File: config.mk
export PLATFORM = sky130hd
export DESIGN_NAME = hc_router
export DESIGN_NICKNAME = d
export VERILOG_FILES = /design/src/rtl/hc_pkg.sv /design/src/rtl/hc_rr_arb.sv /design/src/rtl/hc_out_slice.sv /design/src/rtl/hc_router.sv
export SDC_FILE = /design/constraint.sdc
export NUM_CORES = 1
export LEC_CHECK = 0
export BUFFER_PORTS_ARGS = -buffer_cell sky130_fd_sc_hd__buf_2
export CAP_MARGIN = 25
export CORE_MARGIN = 5
export CORE_UTILIZATION = 50
export DETAILED_ROUTE_END_ITERATION = 6
export HOLD_SLACK_MARGIN = 0.1
export PLACE_DENSITY = 0.73
export RECOVER_POWER = 100
export SLEW_MARGIN = 30
export SYNTH_ARGS = -nofsm -noshare
export SYNTH_HDL_FRONTEND = slang
export SYNTH_SLANG_ARGS = --single-unit
File: constraint.sdc
create_clock -name clk -period 4.05 [get_ports clk]
set_clock_uncertainty 0.1 [all_clocks]
set_input_delay 0.405 -clock clk [delete_from_list [all_inputs] [get_ports clk]]
set_output_delay 0.405 -clock clk [all_outputs]
set_load 0.01 [all_outputs]
File: src/rtl/hc_pkg.sv
package hc_pkg;
    localparam int DIM    = 3;
    localparam int PAY_W  = 8;
    localparam int NPORT  = DIM + 1;
    localparam int PORT_W = $clog2(NPORT);
    localparam int HOP_W  = $clog2(DIM + 1);
    localparam int PKT_W  = DIM + HOP_W + PAY_W;
    localparam int NNODE  = 1 << DIM;

    typedef logic [DIM-1:0] node_t;

    typedef struct packed {
        logic [PAY_W-1:0] pay;
        logic [HOP_W-1:0] hops;
        node_t            dest;
    } pkt_t;

    // Output index for a packet at node self heading to dest:
    // the lowest differing bit selects the link; no difference selects ejection.
    function automatic logic [PORT_W-1:0] pick_port(node_t self, node_t dest);
        node_t             diff;
        logic [PORT_W-1:0] p;
        diff = self ^ dest;
        p    = PORT_W'(DIM);
        for (int k = DIM - 1; k >= 0; k--) begin
            if (diff[k]) p = PORT_W'(k);
        end
        return p;
    endfunction
endpackage

File: src/rtl/hc_rr_arb.sv
module hc_rr_arb #(
    parameter int N = 4
) (
    input  logic         clk,
    input  logic         rst,
    input  logic [N-1:0] req,
    input  logic         adv,
    output logic [N-1:0] gnt
);
    localparam int IW = (N > 1) ? $clog2(N) : 1;

    logic [IW-1:0] ptr;
    logic [IW-1:0] win;
    logic          any;

    always_comb begin
        gnt = '0;
        win = '0;
        any = 1'b0;
        for (int off = 0; off < N; off++) begin
            int idx;
            idx = int'(ptr) + off;
            if (idx >= N) idx = idx - N;
            if (!any && req[idx]) begin
                gnt[idx] = 1'b1;
                win      = IW'(idx);
                any      = 1'b1;
            end
        end
    end

    always_ff @(posedge clk) begin
        if (rst) begin
            ptr <= '0;
        end else if (any && adv) begin
            ptr <= (int'(win) == N - 1) ? '0 : win + 1'b1;
        end
    end

    AST_GNT_ONEHOT: assert property (@(posedge clk) disable iff (rst)
        $onehot0(gnt));
    AST_GNT_IN_REQ: assert property (@(posedge clk) disable iff (rst)
        (gnt & ~req) == '0);
endmodule

File: src/rtl/hc_out_slice.sv
module hc_out_slice
    import hc_pkg::*;
(
    input  logic clk,
    input  logic rst,
    input  logic in_valid,
    output logic in_ready,
    input  pkt_t in_pkt,
    output logic out_valid,
    input  logic out_ready,
    output pkt_t out_pkt
);
    assign in_ready = !out_valid || out_ready;

    always_ff @(posedge clk) begin
        if (rst) begin
            out_valid <= 1'b0;
            out_pkt   <= '0;
        end else if (in_ready) begin
            out_valid <= in_valid;
            if (in_valid) out_pkt <= in_pkt;
        end
    end

    AST_HOLD_VALID: assert property (@(posedge clk) disable iff (rst)
        out_valid && !out_ready |=> out_valid);
    AST_HOLD_DATA: assert property (@(posedge clk) disable iff (rst)
        out_valid && !out_ready |=> $stable(out_pkt));
endmodule

File: src/rtl/hc_router.sv
module hc_router
    import hc_pkg::*;
#(
    parameter node_t NODE_ID = '0
) (
    input  logic                   clk,
    input  logic                   rst,
    input  logic [NPORT-1:0]       in_valid,
    output logic [NPORT-1:0]       in_ready,
    input  logic [NPORT*PKT_W-1:0] in_pkt,
    output logic [NPORT-1:0]       out_valid,
    input  logic [NPORT-1:0]       out_ready,
    output logic [NPORT*PKT_W-1:0] out_pkt
);
    pkt_t              ipkt   [NPORT];
    logic [PORT_W-1:0] sel    [NPORT];
    logic [NPORT-1:0]  req    [NPORT];
    logic [NPORT-1:0]  gnt    [NPORT];
    logic [NPORT-1:0]  s_rdy;
    logic [NPORT-1:0]  s_vld;
    pkt_t              s_pkt  [NPORT];
    pkt_t              o_pkt  [NPORT];

    for (genvar i = 0; i < NPORT; i++) begin : g_in
        assign ipkt[i] = pkt_t'(in_pkt[i*PKT_W +: PKT_W]);
        assign sel[i]  = pick_port(NODE_ID, ipkt[i].dest);
    end

    for (genvar o = 0; o < NPORT; o++) begin : g_out
        for (genvar i = 0; i < NPORT; i++) begin : g_req
            assign req[o][i] = in_valid[i] && (sel[i] == PORT_W'(o));
        end

        hc_rr_arb #(.N(NPORT)) u_arb (
            .clk (clk),
            .rst (rst),
            .req (req[o]),
            .adv (s_rdy[o]),
            .gnt (gnt[o])
        );

        always_comb begin
            pkt_t m;
            m = '0;
            for (int i = 0; i < NPORT; i++) begin
                if (gnt[o][i]) m = m | ipkt[i];
            end
            if (o < DIM) m.hops = m.hops + 1'b1;
            s_pkt[o] = m;
        end

        hc_out_slice u_slice (
            .clk       (clk),
            .rst       (rst),
            .in_valid  (|gnt[o]),
            .in_ready  (s_rdy[o]),
            .in_pkt    (s_pkt[o]),
            .out_valid (s_vld[o]),
            .out_ready (out_ready[o]),
            .out_pkt   (o_pkt[o])
        );

        assign out_valid[o]               = s_vld[o];
        assign out_pkt[o*PKT_W +: PKT_W]  = o_pkt[o];

        if (o < DIM) begin : g_link_chk
            AST_LINK_BIT: assert property (@(posedge clk) disable iff (rst)
                s_vld[o] |-> (o_pkt[o].dest[o] != NODE_ID[o]) &&
                   (((o_pkt[o].dest ^ NODE_ID) & node_t'((1 << o) - 1)) == '0));
        end else begin : g_ej_chk
            AST_EJECT_DEST: assert property (@(posedge clk) disable iff (rst)
                s_vld[o] |-> o_pkt[o].dest == NODE_ID);
        end
    end

    always_comb begin
        for (int i = 0; i < NPORT; i++) begin
            in_ready[i] = 1'b0;
            for (int o = 0; o < NPORT; o++) begin
                if (gnt[o][i] && s_rdy[o]) in_ready[i] = 1'b1;
            end
        end
    end

    AST_RESET_IDLE: assert property (@(posedge clk)
        $past(rst) |-> out_valid == '0);
endmodule

Word-level counts from Yosys, hierarchy flattened --
Cells that the tools add are included.
Word-level totals: latch bits 0, output and inout port bits 60, bits in read-only memories 0, bits in writable memories 0, memories 0, logic and storage cells 431, bits of input ports 62, flip-flop bits (word level) 64
Operators by class: shift-type cells 0, div/mod/pow operators 0, multipliers 0, bitwise operators 24, equality and inequality tests 16, muxes and demuxes 192, add/sub/neg operators 35, reduce and logical (&&, ||, !) cells 96, $lt $le $gt $ge 48
Operator list (number):
- $ge 32x1->1 const B | 16
- $lt 32x4->1 const B | 16
- $mux 32 | 16
- $ge 32x4->1 const B | 12
- $sub 32x4->32 const B | 12
- $mux 13 | 16
- $or 13x13->13 | 12
- $mux 1 | 84
- $logic_and 1x1->1 | 64
- $mux 4 | 16
- $mux 2 | 28
- $or 4x4->4 | 12
- $bmux 1 s2 | 16
- $demux 1 s2 | 16
- $add 2x2->3 const B | 8
- $eq 2x1->1 const B | 8
- $eq 2x2->1 const B | 8
- $logic_not 1->1 | 16
- $reduce_or 4->1 | 4
- $sub 2x3->4 const B | 4
- $add 2x1->2 const B | 7
- $add 2x1->3 const B | 4
- $ge 2x3->1 const B | 4
- $logic_not 2->1 | 4
- 2 further kinds | 8

Logic depth before layout (Yosys ltp) --
Gate-level depths: netlist of run 1.
word-level depth 26, gate-level depth with buffers 13, depth with buffers taken out 10

Hierarchy --
From an unflattened synthesis of run 1, not the netlist that was laid out.
Unflattened totals: cell total of the unflattened synthesis 741, area total of the unflattened synthesis 6369.9 um^2
Modules (own cells, without submodules):
- hc_out_slice | instances 4, area an instance 630.6 um^2, sequential area each 280.3 um^2, cells each 63
- hc_rr_arb | instances 4, area an instance 630.6 um^2, sequential area each 40.0 um^2, cells each 72
- hc_router | instances 1, area an instance 1325.0 um^2, sequential area each 0.0 um^2, cells each 201

Worst setup path after synthesis of run 1 --
Ideal clock, no wire load.
path kind reg-to-output, start reg g_out[1].u_arb.ptr[0], end out in_ready[1], buffers on the path 1, data required time 3545 ps, data arrival time 2900 ps, stages on the path, launching flop included 11, path slack 645 ps, cell sequence dfxtp_1 -> clkinv_1 -> ha_1 -> clkinv_1 -> mux4_2 -> o211ai_1 -> a41oi_1 -> a21o_1 -> clkbuf_1 -> a222oi_1 -> nand2_1
On the way: longest elaborated chain between the ends 19, elaborated cells on any way between the ends 67, classes of those cells add/sub (7); order compare (12); mux (34); bitwise (3); reduce/logical (11)
Ends and longest elaborated chain:
- start, declared | line hc_rr_arb.sv:12 | logic [IW-1:0] ptr;
- start signal, assigned | line hc_rr_arb.sv:36 | ptr <= (int'(win) == N - 1) ? '0 : win + 1'b1;
- branches (longest 14 deep; another with $sub 32x4->32)
- $mux 4 (*) | line hc_rr_arb.sv:24 | if (!any && req[idx]) begin
- $logic_and 1x1->1 (*) | line hc_router.sv:80 | if (gnt[o][i] && s_rdy[o]) in_ready[i] = 1'b1;
- $mux 1 (*) (3 in series) | line hc_router.sv:80
- end, declared | line hc_router.sv:9 | output logic [NPORT-1:0] in_ready,
Mark *: on every way between the ends. The select of a mux whose other input is x is not followed.

Worst setup path after layout of run 1 --
start reg g_out[1].u_arb.ptr[1], end out in_ready[1]
The elaborated chain is that of the path after synthesis.

==> impl_metrics.env, run 1 <==
export IMPL_outcome="finished, final reports clean"
export IMPL_ios=122
export IMPL_dieWidth_um=119
export IMPL_synthesis_area_mm2=0.00590
export IMPL_hold_path_class="in2reg"
export IMPL_worst_skew_pair_late_latency_ns=0.34
export IMPL_n_antenna_cell=0
export IMPL_cp_required_ns=3.54
export IMPL_hold_end="g_out[1].u_slice.out_pkt[9]"
export IMPL_arrival_ns=3.29
export IMPL_die_y_um=119
export IMPL_cts_sinks=64
export IMPL_max_slew_margin_pct=38.0
export IMPL_path_clk_slew_ns=0.06
export IMPL_worst_pin_slew_ns=0.930
export IMPL_instances_no_fill=943
export IMPL_dpl_cell_area_mm2=0.00662
export IMPL_swShare_pct=45.4
export IMPL_drt_total_wl_um=22600
export IMPL_synth_fp_nets=784
export IMPL_layout_nets=887
export IMPL_rr_worst_depth=10
export IMPL_grt_pass1_vias=6602
export IMPL_routed_via_density=7.28
export IMPL_synth_top_area_share_pct=21.7
export IMPL_leakagePower_nw=2.54
export IMPL_coreArea_mm2=0.0115
export IMPL_die_area_mm2=0.0141
export IMPL_drv_max_cap_violation_count=0
export IMPL_finalHoldViolCount=0
export IMPL_async_flop_share_pct=0
export IMPL_synth_flop_cell="dfxtp_1"
export IMPL_final_area_mm2=0.00682
export IMPL_powerDensity_mw_per_mm2=592
export IMPL_cts_root_buf="clkbuf_16"
export IMPL_cp_end_kind="primary output"
export IMPL_clkPwrFrac_pct=21.2
export IMPL_power_frac_comb_pct=54.9
export IMPL_postCtsSetupBuffers=0
export IMPL_clockBufferDepth=2
export IMPL_drc=0
export IMPL_ctsHoldBuffers=0
export IMPL_grt_max_degree=39
export IMPL_layout_setup_ws_ns=0.256
export IMPL_setup_viol=0
export IMPL_ys_types=65
export IMPL_initial_core_util_pct=51.2
export IMPL_num_vias=6866
export IMPL_avgSynthCellArea_um2=8.51
export IMPL_synth_edff_count=0
export IMPL_dpl_hpwl_um=16000
export IMPL_cts_buffers=9
export IMPL_min_path_cells=3
export IMPL_period_share_pct=93.7
export IMPL_drive_gt1_share_pct=18.6
export IMPL_antenna_found_initial=0
export IMPL_ys_ff_latch=64
export IMPL_start_kind="flip-flop"
export IMPL_grtUsageTotal_pct=31.1
export IMPL_reg2reg_slack_ns=0.40
export IMPL_yosysWarnings=0
export IMPL_p_sw_mw=1.83
export IMPL_drt_iter0_drc=1264
export IMPL_grt_remaining_overflow=0
export IMPL_rsz0062_at_grt="false"
export IMPL_layout_commonest_cell="a22oi_1"
export IMPL_fin_hold_ws_ns=0.269
export IMPL_synthCells=693
export IMPL_ant_nets=0
export IMPL_io_buffers=121
export IMPL_final_core_util_pct=59.2
export IMPL_slew_viol_final=0
export IMPL_timing_rr_end="g_out[1].u_slice.out_pkt[1]"
export IMPL_dp_slack_ns=0.549
export IMPL_fin_tns_setup_ns=0
export IMPL_p_int_mw=2.20
export IMPL_vdd_drop_max_mv=0.458
export IMPL_post_drt_wl_per_cell_um=23.9
export IMPL_dp_cells=928
export IMPL_cts_tree="built"
export IMPL_num_rows=39
export IMPL_yosysSeqAreaShare_pct=21.7
export IMPL_min_from="in_pkt[35]"
export IMPL_max_stage_delay_ns=0.47
export IMPL_htree_num_levels=3
export IMPL_cp_max_fo=8
export IMPL_yosysTopAreaCell="dfxtp_1"
export IMPL_synth_area_leaders="dfxtp_1, a22oi_1, mux4_2, ha_1, a311oi_1"
export IMPL_mostFrequentLayoutCells="a22oi_1, nor2_1, dfxtp_1"
export IMPL_gp_congestion=1.00
export IMPL_critPathKind="reg2out"
export IMPL_drt_pass1_iter_count=6
export IMPL_crit_chain="inv_1 > ha_1 > clkinvlp_4 > mux4_2 > o211ai_1 > a41oi_1 > a21o_1 > a222oi_1 > nand2_1 > clkbuf_2"
export IMPL_power_frac_seq_pct=23.9
export IMPL_period_needed_ns=3.79
export IMPL_cpMaxStageDelayCell="dfxtp_1"
export IMPL_grt_first_pass_wirelength_um=35700
export IMPL_syn2layout_area_growth_pct=15.5
export IMPL_reg2reg_from="g_out[1].u_arb.ptr[1]"
export IMPL_total_power_mw=4.04
export IMPL_timing_fmax_mhz=264
==> area by class of cell <==
type                       count  area (um^2)
tap                          143          179
inverter                      14         56.3
timing repair buffer         152          741
multi-input combinational    555         4240
sequential                    64         1280
clock buffer                  12          256
clock inverter                 3         65.1
fill                        1074         4700
==> layer usage <==
metal / vias up / global-route usage (%) / routed length, um
met2: 553 / 50.3 / 10100
met3: 102 / 6.11 / 2550
met4: 0 / 17.5 / 1260
li1: 2985 / - / -
met1: 3226 / 38.9 / 8680
met5: - / 0 / 0
==> power groups by stage <==
| stage | Combinational [mW] | Sequential [mW] | Clock (mW) |
|---|---|---|---|
| after floorplan | 1.46 | 1.02 | 0 |
| after global placement | 2.22 | 0.959 | 0 |
| after detailed placement | 2.27 | 0.969 | 0 |
| after CTS | 2.28 | 0.957 | 0.863 |
| after global routing | 2.40 | 0.984 | 0.896 |
| final | 2.22 | 0.965 | 0.858 |
==> worst max-delay path by stage <==
stage,startpoint,endpoint,slack [ns],cells after the start
2_1_floorplan,g_out[1].u_arb.ptr[0],in_ready[1],0.65,10
4_1_cts,g_out[1].u_arb.ptr[1],in_ready[1],0.29,10
3_3_place_gp,in_pkt[13],in_ready[3],0.61,9
3_5_place_dp,in_pkt[13],in_ready[0],0.55,9
5_1_grt,g_out[1].u_arb.ptr[1],in_ready[1],0.03,10
6_report,g_out[1].u_arb.ptr[1],in_ready[1],0.26,10
==> repair_timing <==
item | in CTS | in global routing
setup endpoints to repair | 0 | 1
resized for setup | 0 | 1
hold endpoints to repair | 0 | 0
==> flip-flops by register name (all words and copies together), names as in the netlist <==
signal,count
g_out.u_arb.ptr,8
g_out.u_slice.out_pkt,52
g_out.u_slice.out_valid,4
==> worst max-delay path, delay by kind of cell, from the launching register on <==
| family | cells | cell delay [ns] |
|---|---|---|
| adders and majority gates | 1 | 0.43 |
| DFF | 1 | 0.47 |
| AOI/OAI and AO/OA | 4 | 0.99 |
| buffers and inverters | 3 | 0.56 |
| muxes | 1 | 0.37 |
| and+or+nand+nor | 1 | 0.11 |
==> kinds of logic after synthesis <==
logic type               synth area share (%)
buffers and inverters                    6.15
adder cells (fa/ha/maj)                  6.15
XOR/XNOR                                 1.04
AND/OR/NAND/NOR                          21.6
AO/OA/AOI/OAI                            34.9
multiplexers                             8.40
flip-flops                               21.7
==> cell usage after synthesis, types with 7 or more instances <==
| cell | number |
|---|---|
| o211ai_1 | 15 |
| nor3_1 | 8 |
| a21oi_1 | 27 |
| o21ai_0 | 12 |
| and2_1 | 12 |
| nor2_2 | 7 |
| buf_2 | 26 |
| a31oi_1 | 12 |
| a222oi_1 | 19 |
| nand2_1 | 50 |
| inv_1 | 11 |
| dfxtp_1 | 64 |
| a21o_1 | 12 |
| mux2i_1 | 9 |
| mux4_2 | 17 |
| a311oi_2 | 13 |
| a22oi_1 | 79 |
| a311oi_1 | 34 |
| nand3_1 | 32 |
| ha_1 | 29 |
| a211oi_1 | 8 |
| nor2_1 | 68 |
| clkbuf_1 | 23 |
(Power assumes the default switching activity.)
==> run 2, diff against run 1 <==
CTS_BUF_LIST = sky130_fd_sc_hd__clkbuf_8   (was not set)
==> run 2 against run 1 <==
Net effect: the run now ends with design-rule violations left; critical endpoint is now in_ready[0]; sequential power hardly changed; wire length hardly changed; core utilization is 0.90 points lower.
==> impl_metrics.env, run 2 (synthesized netlist as in run 1, its figures left out) <==
export IMPL_final_core_util_pct=58.3
export IMPL_critPathKind="reg2out"
export IMPL_grt_first_pass_wirelength_um=35600
export IMPL_timing_rr_end="g_out[1].u_slice.out_pkt[1]"
export IMPL_cp_max_fo=10
export IMPL_grt_remaining_overflow=0
export IMPL_gp_congestion=1.00
export IMPL_final_area_mm2=0.00671
export IMPL_timing_fmax_mhz=267
export IMPL_multiInputGateArea_mm2=0.00424
export IMPL_worst_pin_slew_ns=0.923
export IMPL_io_buffers=121
export IMPL_grtUsageMet3_pct=6.78
export IMPL_cts_root_buf="clkbuf_8"
export IMPL_finalHoldViolCount=0
export IMPL_fin_tns_setup_ns=0
export IMPL_hold_path_class="in2reg"
export IMPL_initial_core_util_pct=51.2
export IMPL_die_y_um=119
export IMPL_hold_end="g_out[1].u_slice.out_pkt[9]"
export IMPL_reg2reg_from="g_out[1].u_arb.ptr[1]"
export IMPL_post_drt_wl_per_cell_um=23.9
export IMPL_fin_hold_ws_ns=0.239
export IMPL_setup_viol=0
export IMPL_ant_nets=0
export IMPL_grt_pass1_vias=6586
export IMPL_period_needed_ns=3.74
export IMPL_layout_commonest_cell="a22oi_1"
export IMPL_drive_gt1_share_pct=18.6
export IMPL_num_vias=6859
export IMPL_drc=5
export IMPL_min_path_cells=3
export IMPL_leakagePower_nw=2.49
export IMPL_cpMaxStageDelayCell="dfxtp_1"
export IMPL_max_slew_margin_pct=38.5
export IMPL_dpl_cell_area_mm2=0.00662
export IMPL_routed_via_density=7.27
export IMPL_syn2layout_area_growth_pct=13.8
export IMPL_dp_slack_ns=0.549
export IMPL_clockBufferDepth=2
export IMPL_drv_max_cap_violation_count=0
export IMPL_coreArea_mm2=0.0115
export IMPL_cts_buffers=9
export IMPL_reg2reg_slack_ns=0.40
export IMPL_violations="design-rule violations"
export IMPL_cts_sinks=64
export IMPL_fillerInstances=1092
export IMPL_antenna_found_initial=0
export IMPL_top_register="g_out.u_slice.out_pkt"
export IMPL_ff_latch_area_mm2=0.00128
export IMPL_drt_iter0_drc=1279
export IMPL_grt_max_degree=39
export IMPL_layout_nets=887
export IMPL_worst_skew_pair_late_latency_ns=0.37
export IMPL_n_antenna_cell=0
export IMPL_num_rows=39
export IMPL_grtUsageMet2_pct=49.5
export IMPL_cp_required_ns=3.54
export IMPL_outcome="finished, violations left"
export IMPL_largest_reg_flops=52
export IMPL_dpl_hpwl_um=16000
export IMPL_grtUsageTotal_pct=31.0
export IMPL_htree_num_levels=3
export IMPL_vdd_drop_max_mv=0.454
export IMPL_arrival_ns=3.24
export IMPL_cts_tree="built"
export IMPL_layout_setup_ws_ns=0.307
export IMPL_drt_pass1_iter_count=7
export IMPL_largest_registers="g_out.u_slice.out_pkt x52, g_out.u_arb.ptr x8, g_out.u_slice.out_valid x4"
export IMPL_cp_end_kind="primary output"
export IMPL_max_stage_delay_ns=0.57
export IMPL_drt_total_wl_um=22600
export IMPL_crit_chain="inv_1 > ha_1 > mux4_2 > nor4b_4 > and2_0 > or2_0 > a222oi_1 > nand2_1 > clkbuf_1"
export IMPL_use_met1_pct=39.2
export IMPL_rsz0062_at_grt="false"
export IMPL_dieWidth_um=119
export IMPL_rr_worst_depth=10
export IMPL_start_kind="flip-flop"
export IMPL_powerDensity_mw_per_mm2=569
export IMPL_min_from="in_pkt[35]"
export IMPL_path_clk_slew_ns=0.07
export IMPL_grt_busiest_layer="met2"
export IMPL_mostFrequentLayoutCells="a22oi_1, nor2_1, dfxtp_1, buf_2, clkbuf_1"
export IMPL_die_area_mm2=0.0141
export IMPL_ios=122
export IMPL_slew_viol_final=0
export IMPL_period_share_pct=92.4
-- run 2: what timing repair did --
| item | 4_1_cts | 5_1_grt |
|---|---|---|
| setup endpoints to repair | 0 | 1 |
| endpoints found under the hold margin | 0 | 0 |
| resized for setup | 0 | 2 |
| buffers inserted | 0 | 0 |
| hold buffers | 0 | 0 |
-- run 2: layout make-up --
type                    count  area share, %
clock inverters             4           1.02
repair buffers            152           11.0
well taps                 143           2.66
clock buffers              11           2.25
inverters                  14          0.839
flip-flops and latches     64           19.1
multi-input cells         555           63.1
-- run 2: worst max-delay path: cells and delay by family, from the launching register on --
family	cells	cell delay, ns
buffers and inverters	2	0.42
AO/OA/AOI/OAI	1	0.10
AND/OR/NAND/NOR	4	0.85
multiplexers	1	0.44
adder cells (fa/ha/maj)	1	0.49
flip-flops	1	0.57
-- run 2: where the power goes --
part	switching [mW]	leakage, nW	internal (mW)
Clock	0.267	0.117	0.374
Combinational	1.40	1.85	0.806
Sequential	0.140	0.529	0.826
-- run 2: worst max-delay path by stage --
| stage | slack (ns) | endpoint | cells after the start | from |
|---|---|---|---|---|
| floorplan | 0.65 | in_ready[1] | 10 | g_out[1].u_arb.ptr[0] |
| global placement | 0.61 | in_ready[3] | 9 | in_pkt[13] |
| detailed placement | 0.55 | in_ready[0] | 9 | in_pkt[13] |
| CTS | 0.25 | in_ready[1] | 10 | g_out[1].u_arb.ptr[1] |
| global route | 0.11 | in_ready[3] | 10 | g_out[0].u_arb.ptr[1] |
| finish | 0.31 | in_ready[0] | 9 | g_out[3].u_arb.ptr[1] |
-- run 2: per-stage QoR --
| step | std cells | power, mW |
|---|---|---|
| detailed placement | 928 | 3.24 |
| CTS | 943 | 3.88 |
| floorplan | 693 | 2.48 |
| global route | 943 | 4.05 |
| finish | 943 | 3.82 |
| global placement | 928 | 3.18 |
-- run 2: layer usage --
metal  share of wire (%)  vias up
met2                  44      563
met4                 6.0        0
met1                  39     3213
met5                   0        -
li1                    -     2977
met3                  11      106
==> run 3, diff against run 2 <==
==> constraint.sdc (replaced) <==
create_clock -name clk -period 4.05 [get_ports clk]
set_clock_uncertainty 0.1 [all_clocks]
set_input_delay 0.2025 -clock clk [delete_from_list [all_inputs] [get_ports clk]]
set_output_delay 0.2025 -clock clk [all_outputs]
set_load 0.01 [all_outputs]
==> run 3 against run 2 <==
Net effect: the flow still finishes with violations (design-rule violations); total power is 2.4% lower; core utilization is 0.087 points lower; worst hold slack worse by 0.078 ns; fmax is 3.6% lower; die area stayed put; first-iteration DRC count is 7.1% lower; global-route usage is 1.3 points lower; non-clock buffer count is 7 lower.
==> impl_metrics.env, run 3 (synthesized netlist as in run 1, its figures left out) <==
export IMPL_crit_chain="dlygate4sd3_1 > clkbuf_2 > or4b_4 > mux4_2 > nor4b_4 > and2_1 > or2_1 > a222oi_1 > nand2_1 > buf_2"
export IMPL_p_sw_mw=1.77
export IMPL_power_frac_comb_pct=56.5
export IMPL_drt_pass1_iter_count=7
export IMPL_swShare_pct=47.4
export IMPL_antenna_found_initial=0
export IMPL_grt_max_degree=47
export IMPL_largest_reg_flops=52
export IMPL_instances_no_fill=937
export IMPL_cpMaxStageDelayCell="mux4_2"
export IMPL_drive_gt1_share_pct=17.5
export IMPL_cp_end_kind="primary output"
export IMPL_drt_iter0_drc=1188
export IMPL_cts_tree="built"
export IMPL_rsz0062_at_grt="false"
export IMPL_ant_nets=0
export IMPL_grt_pass1_vias=6528
export IMPL_coreArea_mm2=0.0115
export IMPL_setup_viol=0
export IMPL_final_core_util_pct=58.2
export IMPL_min_path_cells=3
export IMPL_slew_viol_final=0
export IMPL_initial_core_util_pct=51.2
export IMPL_crit_buf_inv=3
export IMPL_hold_path_class="in2reg"
export IMPL_largest_registers="g_out.u_slice.out_pkt x52, g_out.u_arb.ptr x8, g_out.u_slice.out_valid x4"
export IMPL_rr_worst_depth=9
export IMPL_finalHoldViolCount=0
export IMPL_hold_end="g_out[1].u_slice.out_pkt[1]"
export IMPL_path_clk_slew_ns=0.08
export IMPL_die_area_mm2=0.0141
export IMPL_dieWidth_um=119
export IMPL_min_from="in_pkt[40]"
export IMPL_layout_setup_ws_ns=0.169
export IMPL_drv_max_cap_violation_count=0
export IMPL_power_frac_seq_pct=26.1
export IMPL_syn2layout_area_growth_pct=13.6
export IMPL_grtUsageTotal_pct=29.7
export IMPL_leakagePower_nw=2.46
export IMPL_fin_tns_setup_ns=0
export IMPL_io_buffers=121
export IMPL_layout_nets=880
export IMPL_top_register="g_out.u_slice.out_pkt"
export IMPL_cp_required_ns=3.75
export IMPL_postCtsSetupBuffers=0
export IMPL_n_antenna_cell=0
export IMPL_p_int_mw=1.96
export IMPL_dpl_cell_area_mm2=0.00649
export IMPL_dpl_hpwl_um=14800
export IMPL_reg2reg_from="g_out[0].u_arb.ptr[1]"
export IMPL_drt_total_wl_um=21500
export IMPL_clockBufferDepth=2
export IMPL_cts_sinks=64
export IMPL_grt_remaining_overflow=0
export IMPL_layout_commonest_cell="a22oi_1"
export IMPL_outcome="finished, violations left"
export IMPL_num_vias=6810
export IMPL_mostFrequentLayoutCells="a22oi_1, nor2_1, dfxtp_1"
export IMPL_final_area_mm2=0.00670
export IMPL_cp_max_fo=14
export IMPL_drc=3
export IMPL_reg2reg_slack_ns=0.31
export IMPL_timing_fmax_mhz=258
export IMPL_die_y_um=119
export IMPL_max_stage_delay_ns=0.60
export IMPL_max_slew_margin_pct=32.7
export IMPL_vdd_drop_max_mv=0.280
export IMPL_dp_slack_ns=0.317
export IMPL_arrival_ns=3.58
export IMPL_start_kind="input pin"
export IMPL_violations="design-rule violations"
export IMPL_total_power_mw=3.73
export IMPL_powerDensity_mw_per_mm2=556
export IMPL_routed_via_density=7.27
export IMPL_grt_first_pass_wirelength_um=34500
export IMPL_gp_congestion=1.03
export IMPL_num_rows=39
export IMPL_fin_hold_ws_ns=0.161
export IMPL_critPathKind="in2out"
export IMPL_worst_pin_slew_ns=1.01
export IMPL_post_drt_wl_per_cell_um=23.0
export IMPL_ios=122
export IMPL_clkPwrFrac_pct=17.4
export IMPL_period_share_pct=95.8
export IMPL_crit_family="simple AND/OR/NAND/NOR gates"
export IMPL_dp_cells=912
export IMPL_period_needed_ns=3.88
export IMPL_cts_root_buf="clkbuf_8"
export IMPL_worst_skew_pair_late_latency_ns=0.36
export IMPL_cts_buffers=9
export IMPL_htree_num_levels=3
export IMPL_timing_rr_end="g_out[0].u_slice.out_pkt[1]"
## run 3: cell count changes in the layout (fill, tap and decap cells not counted), sizes merged
cell	before	now
buf	85	73
dlygate4sd3	0	9
clkbuf	78	72
clkinv	2	5
## run 3: final cells by class
cell class              instances  area, um^2
flip-flops and latches         64        1280
repair buffers                145         726
multi-input cells             555        4250
clock inverters                 7        95.1
fillers                      1064        4810
inverters                      14        52.6
clock buffers                   9         124
well taps                     143         179
## run 3: power by group through the flow
| stage | clock (mW) | sequential (mW) | combinational, mW |
|---|---|---|---|
| after floorplan | 0 | 1.02 | 1.46 |
| after global placement | 0 | 0.973 | 2.08 |
| after detailed placement | 0 | 0.978 | 2.13 |
| after CTS | 0.648 | 0.965 | 2.14 |
| after global routing | 0.682 | 0.993 | 2.29 |
| final | 0.648 | 0.972 | 2.11 |
## run 3: worst max-delay path by stage
stage / to / depth (start not counted) / slack, ns / start
detailed placement: g_out[2].u_slice.out_pkt[3] / 10 / 0.32 / g_out[2].u_arb.ptr[0]
global route: in_ready[3] / 10 / 0.02 / g_out[1].u_arb.ptr[1]
finish: in_ready[2] / 10 / 0.17 / in_pkt[41]
CTS: in_ready[0] / 9 / 0.02 / g_out[3].u_arb.ptr[0]
floorplan: in_ready[1] / 10 / 0.85 / g_out[1].u_arb.ptr[0]
global placement: g_out[2].u_slice.out_pkt[3] / 9 / 0.46 / g_out[2].u_arb.ptr[0]
## run 3: layer usage
metal	GRT usage (%)	vias to the layer above	share of wire, %
met4	14.9	0	4.8
met2	46.4	550	44
met3	6.40	110	12
li1	-	2975	-
met5	0	-	0
met1	38.9	3175	39
## run 3: worst reg2reg max path, cell delays in order (launching register included)
cell	delay [ns]
dfxtp_1	0.47
inv_1	0.19
ha_1	0.41
a2111oi_1	0.83
o211ai_1	0.21
nand4_1	0.32
o41a_1	0.26
clkbuf_1	0.46
nor2_1	0.11
a311oi_1	0.28
## run 3: timing repair
action | in CTS | in global routing
hold buffers | 9 | 0
endpoints found under the setup margin | 0 | 4
hold endpoints to repair | 9 | 0
gates resized for setup | 0 | 5
